`src/rtl/irq_evt_pkg.sv`:
```
package irq_evt_pkg;
  localparam int EVT_W = 21;

  localparam int B_TXB    = 0;
  localparam int B_TXF    = 1;
  localparam int B_RXB    = 2;
  localparam int B_RXF    = 3;
  localparam int B_ERR_LO = 4;
  localparam int B_RXCTL  = 8;
  localparam int B_BABRX  = 9;
  localparam int B_ERR_HI = EVT_W - 1;

  localparam logic SEL_EVT  = 1'b0;
  localparam logic SEL_MASK = 1'b1;

  function automatic logic [EVT_W-1:0] errGroup();
    logic [EVT_W-1:0] g;
    g = '0;
    for (int i = B_ERR_LO; i <= B_ERR_HI; i++) g[i] = 1'b1;
    return g;
  endfunction

  typedef struct packed {
    logic [EVT_W-1:0] setVec;
    logic [EVT_W-1:0] clrVec;
    logic             maskWe;
    logic [EVT_W-1:0] maskData;
  } evt_strobe_t;
endpackage

```
`src/rtl/irq_evt_ctrl.sv`:
```
module irq_evt_ctrl
  import irq_evt_pkg::*;
(
  input  logic             clk,
  input  logic             rstN,
  input  logic [EVT_W-1:0] evtPulse,
  input  logic             ctrlFrameRx,
  input  logic             rxFlowEn,
  input  logic             longFrameRx,
  input  logic             hugeFrameEn,
  input  logic             txFrameBusy,
  input  logic             regWrEn,
  input  logic             regSel,
  input  logic [EVT_W-1:0] regWrData,
  output evt_strobe_t      strb,
  output logic             pauseReq
);
  logic ctrlQual;
  logic pendQ;
  logic pauseQ;

  assign ctrlQual = ctrlFrameRx & rxFlowEn;

  // Build the strobes that the datapath applies at the next edge.
  always_comb begin
    strb = '0;
    strb.setVec          = evtPulse;
    strb.setVec[B_RXCTL] = ctrlQual;
    strb.setVec[B_BABRX] = longFrameRx & hugeFrameEn;
    strb.clrVec          = (regWrEn && regSel == SEL_EVT) ? regWrData : '0;
    strb.maskWe          = regWrEn && (regSel == SEL_MASK);
    strb.maskData        = regWrData;
  end

  // A pause request waits here until the transmitter is idle.
  always_ff @(posedge clk) begin
    if (!rstN) begin
      pendQ  <= 1'b0;
      pauseQ <= 1'b0;
    end else begin
      pauseQ <= pendQ & ~txFrameBusy;
      pendQ  <= ctrlQual | (pendQ & txFrameBusy);
    end
  end

  assign pauseReq = pauseQ;
endmodule

```
`src/rtl/irq_evt_dp.sv`:
```
module irq_evt_dp
  import irq_evt_pkg::*;
(
  input  logic             clk,
  input  logic             rstN,
  input  evt_strobe_t      strb,
  input  logic             coalEnTx,
  input  logic             txThreshMet,
  input  logic             coalEnRx,
  input  logic             rxThreshMet,
  output logic [EVT_W-1:0] evtQ,
  output logic [EVT_W-1:0] maskQ,
  output logic             irqTx,
  output logic             irqRx,
  output logic             irqErr
);
  localparam logic [EVT_W-1:0] ERR_GRP = errGroup();

  logic [EVT_W-1:0] evtNext;
  logic [EVT_W-1:0] maskNext;
  logic [EVT_W-1:0] liveNext;
  logic             txNext, rxNext, errNext;

  // A set in the same cycle as a clear wins.
  assign evtNext  = (evtQ & ~strb.clrVec) | strb.setVec;
  assign maskNext = strb.maskWe ? strb.maskData : maskQ;
  assign liveNext = evtNext & maskNext;

  for (genvar i = 0; i < EVT_W; i++) begin : g_evt
    logic bitQ;
    always_ff @(posedge clk) begin
      if (!rstN) bitQ <= 1'b0;
      else       bitQ <= evtNext[i];
    end
    assign evtQ[i] = bitQ;
  end

  always_ff @(posedge clk) begin
    if (!rstN) maskQ <= '1;
    else       maskQ <= maskNext;
  end

  function automatic logic dirIrq(input logic bufBit, input logic frmBit,
                                  input logic coalEn, input logic thr);
    return bufBit | (frmBit & (~coalEn | thr));
  endfunction

  assign txNext  = dirIrq(liveNext[B_TXB], liveNext[B_TXF], coalEnTx, txThreshMet);
  assign rxNext  = dirIrq(liveNext[B_RXB], liveNext[B_RXF], coalEnRx, rxThreshMet);
  assign errNext = |(liveNext & ERR_GRP);

  always_ff @(posedge clk) begin
    if (!rstN) begin
      irqTx  <= 1'b0;
      irqRx  <= 1'b0;
      irqErr <= 1'b0;
    end else begin
      irqTx  <= txNext;
      irqRx  <= rxNext;
      irqErr <= errNext;
    end
  end
endmodule

```
`src/rtl/irq_evt_agg.sv`:
```
module irq_evt_agg
  import irq_evt_pkg::*;
(
  input  logic             clk,
  input  logic             rstN,
  input  logic [EVT_W-1:0] evtPulse,
  input  logic             ctrlFrameRx,
  input  logic             rxFlowEn,
  input  logic             longFrameRx,
  input  logic             hugeFrameEn,
  input  logic             txFrameBusy,
  input  logic             coalEnTx,
  input  logic             txThreshMet,
  input  logic             coalEnRx,
  input  logic             rxThreshMet,
  input  logic             regWrEn,
  input  logic             regSel,
  input  logic [EVT_W-1:0] regWrData,
  output logic [EVT_W-1:0] regRdData,
  output logic             irqTx,
  output logic             irqRx,
  output logic             irqErr,
  output logic             pauseReq
);
  evt_strobe_t      strb;
  logic [EVT_W-1:0] evtQ;
  logic [EVT_W-1:0] maskQ;
  logic [EVT_W-1:0] setVecW;

  assign setVecW = strb.setVec;

  irq_evt_ctrl u_ctrl (
    .clk(clk), .rstN(rstN), .evtPulse(evtPulse),
    .ctrlFrameRx(ctrlFrameRx), .rxFlowEn(rxFlowEn),
    .longFrameRx(longFrameRx), .hugeFrameEn(hugeFrameEn),
    .txFrameBusy(txFrameBusy), .regWrEn(regWrEn), .regSel(regSel),
    .regWrData(regWrData), .strb(strb), .pauseReq(pauseReq)
  );

  irq_evt_dp u_dp (
    .clk(clk), .rstN(rstN), .strb(strb),
    .coalEnTx(coalEnTx), .txThreshMet(txThreshMet),
    .coalEnRx(coalEnRx), .rxThreshMet(rxThreshMet),
    .evtQ(evtQ), .maskQ(maskQ),
    .irqTx(irqTx), .irqRx(irqRx), .irqErr(irqErr)
  );

  assign regRdData = (regSel == SEL_MASK) ? maskQ : evtQ;
endmodule

```
`config.mk`:
```
export PLATFORM = sky130hd
export DESIGN_NAME = irq_evt_agg
export DESIGN_NICKNAME = d
export VERILOG_FILES = /design/src/rtl/irq_evt_pkg.sv /design/src/rtl/irq_evt_ctrl.sv /design/src/rtl/irq_evt_dp.sv /design/src/rtl/irq_evt_agg.sv
export SDC_FILE = /design/constraint.sdc
export NUM_CORES = 1
export LEC_CHECK = 0
export ABC_AREA = 1
export BUFFER_PORTS_ARGS = -buffer_cell sky130_fd_sc_hd__buf_4
export CAP_MARGIN = 20
export CORE_ASPECT_RATIO = 1.25
export CORE_MARGIN = 2
export CORE_UTILIZATION = 40
export CTS_BUF_LIST = sky130_fd_sc_hd__clkbuf_16
export DETAILED_ROUTE_END_ITERATION = 6
export HOLD_SLACK_MARGIN = 0.03
export MAX_ROUTING_LAYER = met4
export PLACE_DENSITY_LB_ADDON = 0.2
export SLEW_MARGIN = 40
export SYNTH_ARGS = -nofsm -noshare
export SYNTH_HDL_FRONTEND = slang
export SYNTH_SLANG_ARGS = --single-unit
```
`constraint.sdc`:
```
create_clock -name clk -period 2.4 [get_ports clk]
set_input_delay 0.24 -clock clk [delete_from_list [all_inputs] [get_ports clk]]
set_output_delay 0.24 -clock clk [all_outputs]
set_load 0.03 [all_outputs]
```
## Word level (Yosys, flattened, before mapping)

Cells that the tools add are included.

| word-level totals | value |
|---|---|
| register bits | 47 |
| input port bits | 55 |
| word-level logic and storage cells | 52 |

| operators by class | value |
|---|---|
| multiplexer cells | 3 |
| bitwise operators | 19 |
| reductions and logical operators | 3 |

Operators by type and width:

| cell | count |
|---|---|
| 2-to-1 mux 21 bit | 3 |
| bitwise AND 21 bit | 2 |
| NOT 21 bit | 1 |
| OR 21 bit | 1 |
| OR reduction 17 bit | 1 |
| bitwise AND 1 bit | 6 |
| OR 1 bit | 5 |
| NOT 1 bit | 4 |
| logical AND 1 bit | 2 |

## Depth between registers and ports, before layout

| logic depth | value |
|---|---|
| word-level depth | 9 |
| gate-level depth with buffers | 12 |
| depth with buffers taken out | 11 |

## Cells and area by module

Synthesis repeated with hierarchy kept, for this count alone.

| unflattened totals | value |
|---|---|
| cell total of the unflattened synthesis | 458 |
| area, all modules | 2,906.5 µm² |

By module, submodules not included:

| module | instances | cells each | area each (µm²) |
|---|---|---|---|
| irq_evt_dp | 1 | 290 | 1,986.9 |
| irq_evt_ctrl | 1 | 100 | 641.9 |
| irq_evt_agg | 1 | 68 | 277.8 |

## Worst setup path after synthesis

Ideal clock, no wire load.

| timing path | value |
|---|---|
| path kind | input port to output port |
| from | input regSel |
| to | output regRdData[15] |
| data arrival time | 1.113 ns |
| data required time | 2.160 ns |
| slack | 1.047 ns |
| stages | 3 |
| path buffers | 1 |
| cell sequence | inv_2 buf_2 o21ai_0 |

| between the ends | value |
|---|---|
| cells in the longest elaborated chain, start to end | 1 |

RTL lines:

| item | RTL line | RTL |
|---|---|---|
| start: declaration | irq_evt_agg.sv:17 | `input logic regSel,` |
| 2-to-1 mux 21 bit | irq_evt_agg.sv:48 | `assign regRdData = (regSel == SEL_MASK) ? maskQ : evtQ;` |
| end: declaration | irq_evt_agg.sv:19 | `output logic [EVT_W-1:0] regRdData,` |

Every way passes these cells.

## Worst setup path after layout

| timing path | value |
|---|---|
| from | input regSel |
| to | output regRdData[6] |

The elaborated chain is that of the path after synthesis.

==> reports/metrics.yaml <==
outcome:
  status: "completed"
floorplanning:
  die_w_um: 71.9
  initial_utilization_pct: 41.8
  io_pins: 80
  design.core.area_sq_um: 5520
  rows: 30
  die_area_sq_um: 6400
  fp.dieH_um: 88.9
placement:
  gp_congestion: 0.798
  buffer_ports.inserted: 77
  dpl.cell_count: 473
  placed_area_sq_um: 2870
  place_hpwl_um: 3950
cts:
  cts.sinks: 47
  post_cts_buffers: 0
  clk_path_buf_depth: 2
  cts_tree: "built"
  clockRootBuffer: "clkbuf_16"
  cts_resized: 0
  cts-hold-fix-buffers: 0
  numCtsBuffers: 5
  htree_levels: 2
  clk_latency_ns: 0.29
  clk_pin_slew_ns: 0.06
logic_synthesis:
  ys_seq_elements: 47
  synth_top_area_share_pct: 40.8
  syn-cell-area_sq_um: 2310
  yosysTopAreaCell: "dfxtp_1"
  synthArstFlopShare_pct: 0
  yosysMostFrequentCell: "nand2_1"
  synthFlopType: "dfxtp_1"
  ys_top_cells_by_count: "nand2_1, dfxtp_1, nand3_1"
  synth.net_count: 399
  ys_seq_area_share_pct: 40.8
  netlist_instances: 344
  yosysWarnings: 0
  yosys-top-cells-area: "dfxtp_1, nand2_1, nand3_1"
  synth-edff-count: 0
  yosysUniqueCellTypes: 24
  avgSynthCellArea_sq_um: 6.71
sta:
  finalSetupViolCount: 0
  fin_crit_sh_pct: 74.0
  finalHoldViolCount: 0
  max_freq_mhz: 563
  fin_skew_ns: 0.00152
  worst_pin_slew_ns: 0.478
  slew_violations: 0
  relSlewSlack_pct: 68.1
  finalHoldWorstSlack_ns: 0.111
  final.setup.tns_ns: 0
  post-route-min-period_ns: 1.77
  rsz0062_at_grt: "false"
power_and_ir_drop:
  leakage_nw: 1.60
  total_power_mw: 1.95
  peakVddDrop_mv: 0.345
  power_density_nw_per_um2: 652
cells_and_area:
  nFillCells: 559
  final_cell_area_sq_um: 3000
  drive_gt1_share_pct: 25.2
  final_nets: 471
  fin_cells: 480
  area_delta_synth_final_pct: 29.9
  antennaDiodeCount: 0
drt:
  remaining_drc_errors: 0
  drt-pass1-iter-count: 4
  antenna_left: 0
  wl_per_cell_um: 11.5
  first_iter_violations: 114
  routed_wl_um: 5520
  vias: 2288
  routed_via_density: 4.77
job:
  drv_cap: 0
critical_path:
  required_ns: 2.16
  reg2reg_slack_ns: 1.34
  start_kind: "input pin"
  end_kind: "output pin"
  regToRegEndpoint: "u_dp.irqErr"
  crit_type: "input pin to output pin"
  rr_worst_depth: 8
  r2r-start: "u_dp.g_evt[11].bitQ"
  cp_max_fo: 30
  critical_path_arrival_ns: 1.53
grt:
  globalRouteMet3Util_pct: 3.61
  grt_start_max_net_pins: 31
  first_global_vias: 2061
  gr-usage-met2_pct: 31.1
  use_met1_pct: 21.4
  overflow: 0
  top_usage_layer: "met2"
  antenna_found_initial: 0
  grtUsageTotal_pct: 18.4
  grt_pass1_wl_um: 8960
min_path:
  min_to: "u_ctrl.pauseReq"
  min_from: "txFrameBusy"
  hold_path.class: "input pin to flip-flop"
  hold_depth: 2
==> cell usage in the layout, fill, tap and decap left out, types with 2 or more instances in the layout <==
cell type	synthesis	layout
clkinv_1	1	2
a21oi_1	25	25
nand3_1	29	29
nand2_1	151	151
buf_4	1	82
nand2_2	2	2
o21ai_0	7	7
inv_2	2	2
o31ai_1	2	2
nor2_1	17	17
inv_1	24	24
nand3_2	5	5
o21ai_1	6	6
o21ai_2	3	3
or2_2	3	3
dfxtp_1	47	47
clkbuf_16	0	5
==> registers in the layout (all words and copies together), names as in the netlist <==
name             flops
u_ctrl.pauseReq      1
u_dp.maskQ          21
u_dp.g_evt.bitQ     21
u_ctrl.pendQ         1
u_dp.irqErr          1
u_dp.irqRx           1
u_dp.irqTx           1
==> layer usage <==
metal / vias up / share of wire [%]
li1: 1222 / -
met1: 993 / 43
met2: 64 / 50
met3: 9 / 5.3
met4: 0 / 1.6
met5: - / 0
==> cell type report <==
cell class,count,area (sq um),share of cell area [%]
clock inverter,2,8.76,0.292
inverter,27,101,3.38
tap,64,80.1,2.67
sequential,47,941,31.4
timing repair buffer,82,616,20.5
multi-input combinational,253,1130,37.6
clock buffer,5,125,4.17
==> metrics by stage <==
| step | util [%] | worst slack, ns |
|---|---|---|
| finish | 54.4 | 0.625 |
| global placement | 51.9 | 0.550 |
| global route | 54.4 | 0.459 |
| floorplan | - | 1.05 |
| detailed placement | 51.9 | 0.550 |
| CTS | 54.4 | 0.601 |
==> report_power, final <==
| part | total [mW] | internal, mW | switching (mW) |
|---|---|---|---|
| clock network | 0.655 | 0.374 | 0.280 |
| logic | 0.442 | 0.181 | 0.261 |
| registers | 0.858 | 0.834 | 0.0242 |
==> worst max-delay path, cell delays in order <==
cell and delay [ns]:
buf_4 0.34, inv_2 0.31, buf_4 0.27, o21ai_0 0.18, buf_4 0.19
==> worst max-delay path by stage <==
stage | startpoint | end | slack, ns | cells past startpoint
after floorplan | regSel | regRdData[15] | 1.05 | 3
after global placement | regSel | u_dp.irqErr | 0.55 | 11
after detailed placement | regSel | u_dp.irqErr | 0.55 | 11
after CTS | regSel | regRdData[6] | 0.60 | 5
after global routing | regSel | regRdData[6] | 0.46 | 5
final | regSel | regRdData[6] | 0.63 | 5
==> cells by family (layout without fill, tap and decap cells) <==
family                 Yosys count  after routing  synth area share, %
AO/OA/AOI/OAI                   44             44                 10.4
buffers and inverters           44            116                 10.4
flip-flops                      47             47                 40.8
multiplexers                     1              1                0.434
AND/OR/NAND/NOR                208            208                 38.0
No activity file was read; power rests on OpenSTA's default activity.
